### config.mk
export PLATFORM = sky130hd
export DESIGN_NAME = ls_issue_timer
export DESIGN_NICKNAME = d
export VERILOG_FILES = /design/src/rtl/ls_timing_pkg.sv /design/src/rtl/ls_cost_calc.sv /design/src/rtl/ls_busy_ctr.sv /design/src/rtl/ls_scoreboard.sv /design/src/rtl/ls_issue_timer.sv
export SDC_FILE = /design/constraint.sdc
export NUM_CORES = 1
export LEC_CHECK = 0
export BUFFER_PORTS_ARGS = -buffer_cell sky130_fd_sc_hd__buf_4
export CAP_MARGIN = 5
export CORE_MARGIN = 2
export CORE_UTILIZATION = 57
export CTS_CLUSTER_SIZE = 28
export DETAILED_ROUTE_END_ITERATION = 8
export PLACE_DENSITY = 0.81
export SETUP_SLACK_MARGIN = 0.05
export SLEW_MARGIN = 20
export SYNTH_ARGS = -nofsm -noshare
export SYNTH_HDL_FRONTEND = slang
export SYNTH_HIERARCHICAL = 1
export SYNTH_SLANG_ARGS = --single-unit
### constraint.sdc
create_clock -name clk -period 5.3 [get_ports clk]
set_input_delay 1.06 -clock clk [delete_from_list [all_inputs] [get_ports clk]]
set_output_delay 1.06 -clock clk [all_outputs]
set_load 0.02 [all_outputs]
### src/rtl/ls_timing_pkg.sv
package ls_timing_pkg;

  localparam int unsigned SHAMT_W = 5;

  typedef struct packed {
    logic               load;
    logic               preload;
    logic               to_pc;
    logic               pred_ok;
    logic               pre_index;
    logic               use_off;
    logic               neg_off;
    logic               shift_lsl;
    logic [SHAMT_W-1:0] shift_amt;
    logic               writeback;
    logic               maybe_unal;
    logic               unal_en;
  } ls_mode_t;

endpackage

### src/rtl/ls_cost_calc.sv
module ls_cost_calc
  import ls_timing_pkg::*;
#(
  parameter int unsigned CNT_W          = 4,
  parameter int unsigned MISPRED_CYC    = 9,
  parameter int unsigned FAST_SHIFT_MAX = 3
) (
  input  ls_mode_t         mode,
  output logic [CNT_W-1:0] issue_cyc,
  output logic [1:0]       beats
);

  localparam logic [SHAMT_W-1:0] FAST_LIM = SHAMT_W'(FAST_SHIFT_MAX);

  logic complex_mode;
  logic split;

  always_comb begin
    complex_mode = mode.pre_index & mode.use_off &
                   (mode.neg_off | ~mode.shift_lsl | (mode.shift_amt > FAST_LIM));
    split        = mode.unal_en & mode.maybe_unal & ~mode.to_pc;
    if (mode.to_pc)
      issue_cyc = mode.pred_ok ? CNT_W'(1) : CNT_W'(MISPRED_CYC);
    else
      issue_cyc = CNT_W'(1) + (complex_mode ? CNT_W'(2) : '0) + (split ? CNT_W'(1) : '0);
    beats = split ? 2'd2 : 2'd1;
  end

endmodule

### src/rtl/ls_busy_ctr.sv
module ls_busy_ctr #(
  parameter int unsigned CNT_W = 4
) (
  input  logic             clk,
  input  logic             rst,
  input  logic             load_en,
  input  logic [CNT_W-1:0] load_val,
  output logic             busy,
  output logic             last
);

  logic [CNT_W-1:0] cnt_q;

  always_ff @(posedge clk) begin
    if (rst)            cnt_q <= '0;
    else if (load_en)   cnt_q <= load_val;
    else if (cnt_q != 0) cnt_q <= cnt_q - CNT_W'(1);
  end

  assign busy = (cnt_q != '0);
  assign last = (cnt_q == CNT_W'(1));

  assert_load_when_idle_R10: assert property (@(posedge clk) disable iff (rst)
    load_en |-> (cnt_q == '0));
  assert_countdown_R10: assert property (@(posedge clk) disable iff (rst)
    (cnt_q != '0) |=> (cnt_q == CNT_W'($past(cnt_q) - CNT_W'(1))));

endmodule

### src/rtl/ls_scoreboard.sv
module ls_scoreboard #(
  parameter int unsigned REG_N  = 16,
  parameter int unsigned RIDX_W = 4,
  parameter int unsigned CNT_W  = 4
) (
  input  logic              clk,
  input  logic              rst,
  input  logic              set_d,
  input  logic [RIDX_W-1:0] d_idx,
  input  logic [CNT_W-1:0]  d_val,
  input  logic              set_b,
  input  logic [RIDX_W-1:0] b_idx,
  input  logic [CNT_W-1:0]  b_val,
  input  logic [RIDX_W-1:0] chk_a,
  input  logic [RIDX_W-1:0] chk_b,
  input  logic              chk_b_en,
  output logic              pend
);

  logic [CNT_W-1:0] cnt_q [REG_N];

  for (genvar g = 0; g < REG_N; g++) begin : g_ent
    logic [CNT_W-1:0] nxt;
    logic             hit_d, hit_b;

    always_comb begin
      hit_d = set_d && (d_idx == RIDX_W'(g));
      hit_b = set_b && (b_idx == RIDX_W'(g));
      nxt   = (cnt_q[g] != '0) ? cnt_q[g] - CNT_W'(1) : '0;
      if (hit_d && d_val > nxt) nxt = d_val;
      if (hit_b && b_val > nxt) nxt = b_val;
    end

    always_ff @(posedge clk) begin
      if (rst) cnt_q[g] <= '0;
      else     cnt_q[g] <= nxt;
    end

    assert_sb_decay_R5: assert property (@(posedge clk) disable iff (rst)
      ((cnt_q[g] != '0) && !hit_d && !hit_b) |=>
        (cnt_q[g] == CNT_W'($past(cnt_q[g]) - CNT_W'(1))));
  end

  assign pend = (cnt_q[chk_a] != '0) | (chk_b_en & (cnt_q[chk_b] != '0));

endmodule

### src/rtl/ls_issue_timer.sv
module ls_issue_timer
  import ls_timing_pkg::*;
#(
  parameter int unsigned REG_N          = 16,
  parameter int unsigned MISPRED_CYC    = 9,
  parameter int unsigned FAST_SHIFT_MAX = 3,
  localparam int unsigned RIDX_W        = $clog2(REG_N),
  localparam int unsigned CNT_W         = $clog2(MISPRED_CYC + 1)
) (
  input  logic              clk,
  input  logic              rst,
  input  logic              req_valid,
  input  logic              req_load,
  input  logic              req_preload,
  input  logic              req_to_pc,
  input  logic              req_pred_ok,
  input  logic [RIDX_W-1:0] req_rt,
  input  logic [RIDX_W-1:0] req_base,
  input  logic [RIDX_W-1:0] req_off_reg,
  input  logic              req_use_off,
  input  logic              req_pre_index,
  input  logic              req_neg_off,
  input  logic              req_shift_lsl,
  input  logic [4:0]        req_shift_amt,
  input  logic              req_writeback,
  input  logic              req_maybe_unal,
  input  logic              req_unal_en,
  output logic              req_accept,
  output logic              busy,
  output logic              hazard,
  output logic              mem_go,
  output logic [1:0]        mem_beats,
  output logic              st_sample,
  output logic [RIDX_W-1:0] st_sample_reg
);

  ls_mode_t         mode;
  logic [CNT_W-1:0] n_cyc;
  logic [1:0]       n_beats;
  logic             sb_pend, last, is_store, set_d, st_fire;
  logic             st_pend_q;

  always_comb begin
    mode.load       = req_load;
    mode.preload    = req_preload;
    mode.to_pc      = req_to_pc;
    mode.pred_ok    = req_pred_ok;
    mode.pre_index  = req_pre_index;
    mode.use_off    = req_use_off;
    mode.neg_off    = req_neg_off;
    mode.shift_lsl  = req_shift_lsl;
    mode.shift_amt  = req_shift_amt;
    mode.writeback  = req_writeback;
    mode.maybe_unal = req_maybe_unal;
    mode.unal_en    = req_unal_en;
  end

  ls_cost_calc #(.CNT_W(CNT_W), .MISPRED_CYC(MISPRED_CYC), .FAST_SHIFT_MAX(FAST_SHIFT_MAX)) i_cost (
    .mode(mode), .issue_cyc(n_cyc), .beats(n_beats));

  assign hazard     = req_valid & sb_pend;
  assign req_accept = req_valid & ~busy & ~sb_pend;
  assign is_store   = ~req_load & ~req_preload;
  assign set_d      = req_accept & req_load & ~req_preload & ~req_to_pc;

  ls_busy_ctr #(.CNT_W(CNT_W)) i_busy (
    .clk(clk), .rst(rst), .load_en(req_accept),
    .load_val(n_cyc - CNT_W'(1)), .busy(busy), .last(last));

  ls_scoreboard #(.REG_N(REG_N), .RIDX_W(RIDX_W), .CNT_W(CNT_W)) i_sb (
    .clk(clk), .rst(rst),
    .set_d(set_d), .d_idx(req_rt), .d_val(n_cyc),
    .set_b(req_accept & req_writeback), .b_idx(req_base), .b_val(n_cyc - CNT_W'(1)),
    .chk_a(req_base), .chk_b(req_off_reg), .chk_b_en(req_use_off), .pend(sb_pend));

  assign st_fire = (req_accept & is_store & (n_cyc == CNT_W'(1))) | (st_pend_q & last);

  always_ff @(posedge clk) begin
    if (rst) begin
      mem_go        <= 1'b0;
      mem_beats     <= 2'd0;
      st_pend_q     <= 1'b0;
      st_sample     <= 1'b0;
      st_sample_reg <= '0;
    end else begin
      mem_go    <= req_accept;
      mem_beats <= req_accept ? n_beats : 2'd0;
      st_sample <= st_fire;
      if (req_accept & is_store) st_sample_reg <= req_rt;
      if (req_accept & is_store & (n_cyc != CNT_W'(1))) st_pend_q <= 1'b1;
      else if (last)                                     st_pend_q <= 1'b0;
    end
  end

  assert_beats_pair_R3: assert property (@(posedge clk) disable iff (rst)
    mem_go |-> (mem_beats == 2'd1 || mem_beats == 2'd2));
  assert_split_cost_R3: assert property (@(posedge clk) disable iff (rst)
    (req_accept && !req_to_pc && req_unal_en && req_maybe_unal) |=> busy);
  assert_pc_single_beat_R9: assert property (@(posedge clk) disable iff (rst)
    (req_accept && req_to_pc) |=> (mem_beats == 2'd1));
  assert_st_after_issue_R8: assert property (@(posedge clk) disable iff (rst)
    st_sample |-> !busy);
  assert_reset_clear_R12: assert property (@(posedge clk) disable iff (rst)
    $past(rst) |-> (!busy && !mem_go && !st_sample));

endmodule

==> out/qor.csv, run 1 <==
stage;metric;value;unit
global_route;antenna_found_initial;0;
routing;wl_per_cell;19.4;um
sta;finalClockSkew;0.00485;ns
sta;finalCriticalPeriod;5.21;ns
routing;dr.pass1.iters;5;
synthesis;netlist_top_cells_area;ha_1 20%, dfxtp_1 19%, mux2i_1 10%;
place;port_buffers;39;
synthesis;synth_top_cell_by_area;ha_1;
sta;max_freq;0.192;GHz
finish;multi_input_area;6610;um2
floorplan;ios;42;
routing;drc;0;
floorplan;initial_core_util;58.6;%
sta;fin_ws;0.0935;ns
finish;nNetsFinal;1203;
routing;first_iter_violations;598;
pwr;p_per_area;185;nW/um2
synthesis;syn-instance-count;926;
setup_path;slowest_delay;0.45;ns
synthesis;syn_area;8200;um2
sta;hold_viol_final;0;
clock_network;cts_max_path_buffers;2;
sta;report.final.slew_viol_count;0;
setup_path;cp_slowest_cell;or3b_4;
synthesis;synth_cell_types;58;
routing;drtAntennaViolNets;0;
finish;drive_gt1_share;24.4;%
flow_run;cap_violations;0;
clock_network;cts_root_buffer;clkbuf_16;
clock_network;hold_buffers;0;
global_route;track_usage;31.6;%
setup_path;cp_num_buf_inv;2;
synthesis;netlist_top_cells_count;134 x ha_1, 82 x mux2i_1, 77 x dfxtp_1;
global_route;grt_first_pass_wirelength;36.9;mm
setup_path;critPathRequiredTime;5.59;ns
sta;setup_tns;0;ns
place;place_ws;-0.285;ns
floorplan;die_h;124;um
sta;timing.slew.headroom;33.5;%
pwr;p_leak;4.10;nW
pwr;p_seq_share;33.9;%
global_route;gr-total-overflow;0;
outcome;status;finished, final reports clean;
finish;diodes;0;
setup_path;setup.worst_path.end_class;flip-flop;
synthesis;synth_top_area_share;20.4;%
floorplan;core-area;14000;um2
sta;timing.final.crit_share;98.2;%
global_route;grt_max_degree;53;
synthesis;ys_seq_area_share;18.8;%
routing;wl;23.7;mm
setup_path;cp_data_arrival_time;5.50;ns
synthesis;syn_avg_cell_area;8.86;um2
routing;vias;7667;
place;place.gp.congestion;0.923;
clock_network;clkLatencyLatePin;0.35;ns
floorplan;die_w;124;um
place;dp_hpwl;16.4;mm
pwr;p_int;0.00123;W
sta;rsz0062_at_grt;yes;
clock_network;cts-htree-levels;3;
setup_path;cp_max_fo;6;
routing;routed_via_density;6.27;
worst_hold_path;hp-class;flip-flop to flip-flop;
clock_network;numCtsBuffers;9;
synthesis;ys.warnings.count;6;
global_route;first_global_vias;7374;
clock_network;clkTransAtPathRegs;0.06;ns
synthesis;ys_seq_elements;77;
finish;syn_to_final_growth;19.6;%
pwr;combPwrFrac;31.0;%
synthesis;synth_nets;1091;
pwr;p_switching;0.000591;W
pwr;p_clk_share;35.1;%
floorplan;num_rows;43;
clock_network;cts_tree;built;
sta;worstMarginPinSlew;0.996;ns
pwr;netSwitchingFraction;32.5;%
setup_path;critical_path_class;flip-flop to flip-flop;
setup_path;start_kind;flip-flop;
pwr;ir_worst_vdd;0.148;mV
finish;largest_reg_flops;64;
synthesis;ys_async_sr_fraction;0;%
floorplan;die_area;15400;um2
setup_path;crit_family;simple AND/OR/NAND/NOR gates;
synthesis;synth_edf_count;0;
synthesis;synth_most_common_cell;ha_1;
finish;fillers;1056;
clock_network;cts.sinks;77;
synthesis;synth_flop_cell;dfxtp_1;
finish;regArea;1540;um2
sta;setup_viol;0;
setup_path;crit_chain;or2_1 -> nor3_1 -> mux4_2 -> nor3b_1 -> nor3_2 -> nand3_2 -> or3b_4 -> nor4b_4 -> buf_4 -> nand3b_1 -> buf_4 -> a41o_1 -> a211oi_4 -> mux2i_2 -> ha_1 -> nor2b_1 -> o21a_1 -> o21a_1 -> o2111ai_4 -> mux2i_1 -> and2_1;
setup_path;r2r_slack;0.09;ns
[power by group through the flow]
stage | sequential, W | clock (W) | combinational, W
2_1_floorplan | 0.000631 | 0 | 0.000344
3_3_place_gp | 0.000627 | 0 | 0.000511
3_5_place_dp | 0.000628 | 0 | 0.000531
4_1_cts | 0.000615 | 0.000646 | 0.000539
5_1_grt | 0.000618 | 0.000674 | 0.000611
6_report | 0.000615 | 0.000638 | 0.000564
[worst min-delay path: stages, from the launching register on]
cell and delay [ns]:
dfxtp_1 0.31, nand2b_1 0.06, mux2i_1 0.05
[path summary, 6_finish.rpt]
kind / from / endpoint / cells past startpoint
worst max-delay path: i_sb/cnt_q[5][0] / i_sb/cnt_q[6][2] / 21
worst min-delay path: st_sample_reg[2] / st_sample_reg[2] / 2
worst min register to register: st_sample_reg[2] / st_sample_reg[2] / 2
worst max register to register: i_sb/cnt_q[5][0] / i_sb/cnt_q[6][2] / 21
[stage by stage]
stage	std cells	hold slack, ns	util, %	area, um2	power, W
after global routing	1222	0.500	70.1	9810	0.00190
after global placement	1200	0.462	66.2	9260	0.00114
after CTS	1215	0.479	68.5	9590	0.00180
after detailed placement	1200	0.471	66.2	9260	0.00116
final	1222	0.471	70.1	9810	0.00182
after floorplan	926	0.527	-	8200	0.000976
[cells by family after synthesis]
group / after synthesis / share of synthesized area [%]
buf+inv: 68 / 3.19
simple gates: 327 / 21.6
fa+ha+maj: 134 / 20.4
xor+xnor: 4 / 0.427
flops: 77 / 18.8
compound gates: 197 / 19.3
mux: 119 / 16.2
[what timing repair did]
item | CTS | global route
endpoints found under the hold margin | 0 | 0
setup endpoints to repair | 6 | 64
gates resized for setup | 2 | 33
pin swaps | 0 | 14
buffers inserted | 0 | 7
[cell type report]
type	instances	area share, %
Inverter	50	1.95
Tap cell	180	2.30
Sequential cell	77	15.7
Clock buffer	11	2.58
Multi-Input combinational cell	781	67.4
Clock inverter	4	0.485
Timing Repair Buffer	119	9.53
[cells in the final DEF, fill, tap and decap left out, types with 6 or more instances in the layout]
cell | netlist | final
dfxtp_1 | 77 | 76
nor3_1 | 19 | 16
mux2i_1 | 82 | 77
nand2b_1 | 25 | 24
o2111ai_2 | 15 | 8
a211oi_1 | 16 | 16
nor3b_1 | 6 | 6
or2_1 | 6 | 6
nor2b_1 | 39 | 36
o21ai_0 | 53 | 49
nor4_1 | 12 | 9
a211oi_4 | 12 | 12
a21oi_1 | 27 | 27
nand2_1 | 49 | 49
and2_1 | 34 | 34
nand3b_1 | 7 | 7
inv_1 | 49 | 48
a41o_1 | 10 | 10
mux2_2 | 23 | 23
nand4_1 | 24 | 24
o21a_1 | 31 | 31
nor2_1 | 71 | 71
o211ai_1 | 15 | 15
o2111ai_4 | 0 | 7
ha_1 | 134 | 134
mux2_4 | 9 | 9
buf_4 | 1 | 115
or2_2 | 16 | 15
clkbuf_16 | 0 | 9
[routing by layer]
metal,track usage (%),part of all wire [%],vias to the layer above
met3,4.67,6.3,88
met2,53.9,48,289
met1,39.2,41,3642
met4,14.6,4.0,0
met5,0,0,-
li1,-,-,3648
No activity file was read; power rests on OpenSTA's default activity.
==> run 2: changes to the inputs <==
ABC_AREA = 1   (was unset)
CELL_PAD_IN_SITES_DETAIL_PLACEMENT = 0   (was unset)
CELL_PAD_IN_SITES_GLOBAL_PLACEMENT = 1   (was unset)
CORE_UTILIZATION = 40   (was 57)
==> run 2 against run 1 <==
Highest routed layer unchanged. Via count rose by 12%. Register-to-register slack better by 1.0 ns. Fmax increased by 14%. Worst setup slack better by 0.62 ns. Synthesized cell count increased by 52%. Critical endpoint is now i_sb/cnt_q[1][1]. Largest power group is now combinational cells. Cell count up 42%. Power increased by 110%. Sequential share of layout area rose by 0.21 points. Count of clock-buffer cells in the layout is 1 lower. Area after synthesis grew 4.8%. Global-route usage down 9.6 points. Clock skew up 0.0055 ns.
==> out/qor.csv, run 2 <==
stage;metric;value;unit
clock_network;post_cts_buffers;0;
synthesis;syn-instance-count;1406;
sta;fin_ws;0.715;ns
setup_path;startpoint;req_base[0];
flow_run;cap_violations;0;
pwr;p_per_area;403;nW/um2
floorplan;die_w;151;um
synthesis;synth_flop_cell;dfxtp_1;
global_route;first_global_vias;7720;
synthesis;syn_area;8590;um2
place;dp_hpwl;18.0;mm
synthesis;ys.warnings.count;6;
setup_path;setup.worst_path.end_class;flip-flop;
finish;nNetsFinal;1619;
synthesis;synth_nets;1571;
routing;routed_via_density;4.94;
clock_network;cts-htree-levels;3;
sta;max_freq;0.218;GHz
pwr;p_leak;5.60;nW
floorplan;core-area;21000;um2
setup_path;r2r_start;i_sb/cnt_q[3][0];
sta;finalClockSkew;0.0104;ns
clock_network;cts_root_buffer;clkbuf_16;
sta;setup_viol;0;
routing;wl_per_cell;13.9;um
sta;report.final.slew_viol_count;0;
setup_path;critical_path_class;input port to flip-flop;
floorplan;initial_core_util;40.9;%
sta;finalCriticalPeriod;4.58;ns
worst_hold_path;min_from;st_pend_q;
routing;dr.pass1.iters;5;
outcome;status;finished, final reports clean;
place;place_ws;0.393;ns
setup_path;worst-path-stages;30;
place;place.gp.congestion;0.886;
global_route;gr-total-overflow;0;
global_route;track_usage;22.0;%
synthesis;ys_seq_elements;77;
routing;first_iter_violations;484;
global_route;grt_first_pass_wirelength;39.1;mm
pwr;power;0.00390;W
pwr;ir_worst_vdd;0.212;mV
finish;postLayoutCoreUtil;46.0;%
synthesis;synth_cell_types;40;
clock_network;clkTransAtPathRegs;0.07;ns
finish;largest_reg_flops;64;
synthesis;syn_avg_cell_area;6.11;um2
place;port_buffers;39;
clock_network;cts.sinks;77;
setup_path;critPathRequiredTime;5.55;ns
routing;drtAntennaViolNets;0;
floorplan;die_h;151;um
synthesis;synth_top_area_share;19.5;%
setup_path;cp_num_buf_inv;8;
clock_network;numCtsBuffers;9;
finish;layout_common_cells;318 x nand2_1, 269 x inv_1, 137 x o21ai_0;
floorplan;die_area;22700;um2
synthesis;netlist_top_cells_area;ha_1 20%, dfxtp_1 18%, nand2_1 14%;
finish;drive_gt1_share;9.87;%
sta;rsz0062_at_grt;no;
clock_network;ctsResizeCount;0;
sta;worstMarginPinSlew;0.774;ns
finish;diodes;0;
routing;drc;0;
synthesis;netlist_top_cells_count;318 x nand2_1, 269 x inv_1, 137 x o21ai_0;
routing;wl;24.0;mm
setup_path;crit_family;simple AND/OR/NAND/NOR gates;
synthesis;synth_edf_count;0;
synthesis;ys_seq_area_share;17.9;%
floorplan;num_rows;53;
synthesis;synth_most_common_cell;nand2_1;
sta;timing.slew.headroom;48.4;%
sta;timing.final.crit_share;86.5;%
finish;layout_commonest_cell;nand2_1;
setup_path;r2r_cells;30;
clock_network;hold_buffers;0;
global_route;antenna_found_initial;0;
finish;syn_to_final_growth;12.5;%
routing;vias;8566;
synthesis;synth_top_cell_by_area;ha_1;
sta;hold_viol_final;0;
synthesis;ys_async_sr_fraction;0;%
worst_hold_path;hold_path_depth;2;
global_route;grt_max_degree;65;
clock_network;clkLatencyLatePin;0.35;ns
setup_path;start_kind;input port;
clock_network;cts_max_path_buffers;2;
clock_network;cts_tree;built;
worst_hold_path;hp-class;flip-flop to flip-flop;
setup_path;crit_top_cell;nand2_1;
setup_path;cp_max_fo;10;
setup_path;slowest_delay;0.29;ns
floorplan;ios;42;
setup_path;cp_slowest_cell;ha_1;
setup_path;cp_data_arrival_time;4.83;ns
sta;setup_tns;0;ns
[run 2: cell count changes in the layout (fill, tap and decap cells not counted), moves of 36 or more]
| cell | delta |
|---|---|
| nand2_1 | +269 |
| inv_1 | +221 |
| o21ai_0 | +88 |
| nand3_1 | +85 |
| mux2i_1 | -77 |
| a21oi_1 | +66 |
| buf_4 | -64 |
| nor2_1 | +56 |
| nor2b_1 | -36 |
[run 2: final timing paths]
path                                          to  slack [ns]
worst max-delay path            i_sb/cnt_q[1][1]        0.72
worst min-delay path                   st_sample        0.46
worst max register to register  i_sb/cnt_q[1][1]        1.13
worst min register to register         st_sample        0.46
[run 2: area by class of cell]
cell class / count / area (um2)
flip-flops and latches: 77 / 1540
fillers: 2226 / 11400
clock inverters: 6 / 62.6
clock buffers: 10 / 239
inverters: 279 / 1050
well taps: 275 / 344
repair buffers: 55 / 463
multi-input cells: 1032 / 5970
[run 2: logic make-up (layout without fill, tap and decap cells)]
family                   count (synthesis)  count (layout)  share of synthesized area [%]
AND/OR/NAND/NOR                        603             603                           30.5
buffers and inverters                  297             350                           13.3
AO/OA/AOI/OAI                          293             293                           18.5
adder cells (fa/ha/maj)                134             134                           19.5
flip-flops                              77              77                           17.9
XOR/XNOR                                 2               2                          0.204
[run 2: through the flow]
step                      area [um2]  std cells  hold WS, ns
after global routing            9670       1734        0.490
after detailed placement        9370       1718        0.455
after floorplan                 8590       1406        0.430
after CTS                       9670       1734        0.465
final                           9670       1734        0.463
after global placement          9370       1718        0.452
[run 2: worst min-delay path: cells and delay by family, from the launching register on]
kind / cells / cell delay [ns]
DFF: 1 / 0.31
and+or+nand+nor: 1 / 0.06
AOI/OAI and AO/OA: 1 / 0.06
[run 2: routing by layer]
layer	global-route usage [%]	up-vias	part of all wire, %	wire (um)
li1	-	4622	-	-
met1	30.2	3799	49	11800
met2	36.7	122	46	11100
met3	2.58	23	3.4	807
met4	5.56	0	1.6	379
met5	0	-	0	0
[run 2: power by group]
part           internal (W)  switching (W)  leakage [nW]
sequential         0.000712      0.0000955         0.625
clock              0.000376       0.000264         0.140
combinational      0.000900        0.00155          4.83
total               0.00199        0.00191          5.60
==> run 3: changes to the inputs <==
GPL_TIMING_DRIVEN = 0   (was unset)
==> run 3 against run 2 <==
First-iteration DRC count is 18% higher. Final area is 1.2% higher. Via count increased by 2.8%. Worst setup slack got worse by 0.20 ns. Register-to-register slack worse by 0.36 ns. Count of clock-buffer cells in the layout is 1 higher. Die area did not move. Power is 1.9% higher. Global-route usage grew 2.1 points. Routed wire length up 8.9%. Hold slack gained 0.0018 ns. Critical path type unchanged.
==> out/qor.csv, run 3 (synthesis results as in run 2) <==
stage;metric;value;unit
setup_path;crit_top_cell;nand2_1;
routing;first_iter_violations;570;
global_route;gr-total-overflow;0;
place;dp_hpwl;19.9;mm
setup_path;r2r_start;i_sb/cnt_q[3][0];
setup_path;slowest_delay;0.30;ns
sta;timing.slew.headroom;33.6;%
setup_path;cp_max_fo;10;
pwr;p_switching;0.00194;W
clock_network;numCtsBuffers;9;
clock_network;cts.sinks;77;
setup_path;cp_num_buf_inv;9;
finish;fillers;2309;
floorplan;die_area;22700;um2
pwr;p_leak;5.63;nW
sta;setup_viol;0;
sta;finalClockSkew;0.00940;ns
finish;layout_commonest_cell;nand2_1;
clock_network;clkLatencyLatePin;0.35;ns
routing;wl;26.2;mm
clock_network;hold_buffers;0;
setup_path;cp_data_arrival_time;5.03;ns
clock_network;clkTransAtPathRegs;0.07;ns
setup_path;critical_path_class;input port to flip-flop;
sta;rsz0062_at_grt;no;
sta;fin_hold_ws;0.465;ns
floorplan;die_w;151;um
routing;wl_per_cell;15.0;um
pwr;netSwitchingFraction;48.9;%
place;port_buffers;39;
setup_path;cp_slowest_cell;ha_1;
global_route;busiest_layer;met2;
finish;layout_common_cells;317 x nand2_1, 268 x inv_1, 136 x o21ai_0;
global_route;grt_first_pass_wirelength;41.9;mm
global_route;use_met2;40.7;%
clock_network;cts-htree-levels;3;
global_route;first_global_vias;8197;
routing;routed_via_density;5.05;
setup_path;startpoint;req_base[0];
floorplan;initial_core_util;40.9;%
finish;syn_to_final_growth;13.9;%
clock_network;cts_tree;built;
finish;largest_reg_flops;64;
setup_path;critPathRequiredTime;5.55;ns
sta;worstMarginPinSlew;0.994;ns
sta;max_freq;0.209;GHz
setup_path;setup.worst_path.end_class;flip-flop;
global_route;track_usage;24.1;%
floorplan;num_rows;53;
floorplan;die_h;151;um
finish;nNetsFinal;1630;
sta;timing.final.crit_share;90.2;%
finish;diodes;0;
place;placed_cells;1725;
sta;finalCriticalPeriod;4.78;ns
global_route;use_met3;3.15;%
pwr;combPwrFrac;62.4;%
clock_network;cts_root_buffer;clkbuf_16;
outcome;status;finished, final reports clean;
pwr;p_seq_share;20.4;%
finish;final_cells;1745;
clock_network;cts_max_path_buffers;2;
place;place.gp.congestion;0.896;
setup_path;crit_family;simple AND/OR/NAND/NOR gates;
global_route;grt_max_degree;26;
routing;drtAntennaViolNets;0;
setup_path;start_kind;input port;
finish;stdcell_area;9780;um2
worst_hold_path;hp-class;flip-flop to flip-flop;
worst_hold_path;min_from;st_pend_q;
global_route;antenna_found_initial;0;
routing;drc;0;
place;dpl_cell_area;9430;um2
pwr;p_per_area;406;nW/um2
finish;drive_gt1_share;9.93;%
floorplan;ios;42;
sta;report.final.slew_viol_count;0;
pwr;p_clk_share;17.2;%
pwr;ir_worst_vdd;0.187;mV
flow_run;cap_violations;0;
floorplan;core-area;21000;um2
global_route;met1_usage;32.0;%
routing;dr.pass1.iters;5;
pwr;p_int;0.00203;W
routing;vias;8810;
sta;hold_viol_final;0;
[run 3: final timing paths]
path,depth (start not counted),to,slack [ns]
max,29,i_sb/cnt_q[9][1],0.52
min,2,st_pend_q,0.47
max reg2reg,29,i_sb/cnt_q[9][1],0.77
min reg2reg,2,st_pend_q,0.47
[run 3: final cells by class]
cell class              count  area (um2)  share of cell area (%)
well taps                 275         344                    3.52
clock inverters             5        83.8                   0.857
repair buffers             48         460                    4.71
inverters                 279        1060                    10.8
clock buffers              11         233                    2.38
multi-input cells        1032        5970                    61.0
plain buffers              18        92.6                   0.946
flip-flops and latches     77        1540                    15.8
[run 3: worst reg2reg max path, delay by kind of cell (launching register included)]
family	cells	cell delay, ns
and+or+nand+nor	17	2.29
buffers and inverters	7	0.77
AOI/OAI and AO/OA	4	0.75
DFF	1	0.34
adders and majority gates	1	0.30
[run 3: what timing repair did]
action                                  in CTS  in global routing
buffers inserted                             0                  4
resized for setup                            0                  4
endpoints found under the setup margin       0                 25
[run 3: stage by stage]
step           setup WS, ns  power [W]  TNS, ns  utilization (%)
3_5_place_dp         0.0138    0.00327        0             44.8
3_3_place_gp          -2.67    0.00321  -164.51             43.9
5_1_grt              0.0448    0.00446        0             46.5
2_1_floorplan         0.185    0.00268        0                -
6_report              0.518    0.00397        0             46.5
4_1_cts               0.359    0.00398        0             46.4
[run 3: power groups by stage]
| stage | Combinational [W] | Sequential, W | Clock [W] |
|---|---|---|---|
| floorplan | 0.00187 | 0.000805 | 0 |
| global placement | 0.00239 | 0.000817 | 0 |
| CTS | 0.00247 | 0.000807 | 0.000703 |
| global route | 0.00291 | 0.000827 | 0.000723 |
| detailed placement | 0.00245 | 0.000820 | 0 |
| finish | 0.00248 | 0.000809 | 0.000683 |
[run 3: routing by layer]
layer / up-vias / share of wire, % / routed length, um
li1: 4661 / - / -
met1: 3907 / 47 / 12300
met2: 204 / 46 / 12000
met3: 38 / 4.9 / 1290
met4: 0 / 2.3 / 594
met5: - / 0 / 0
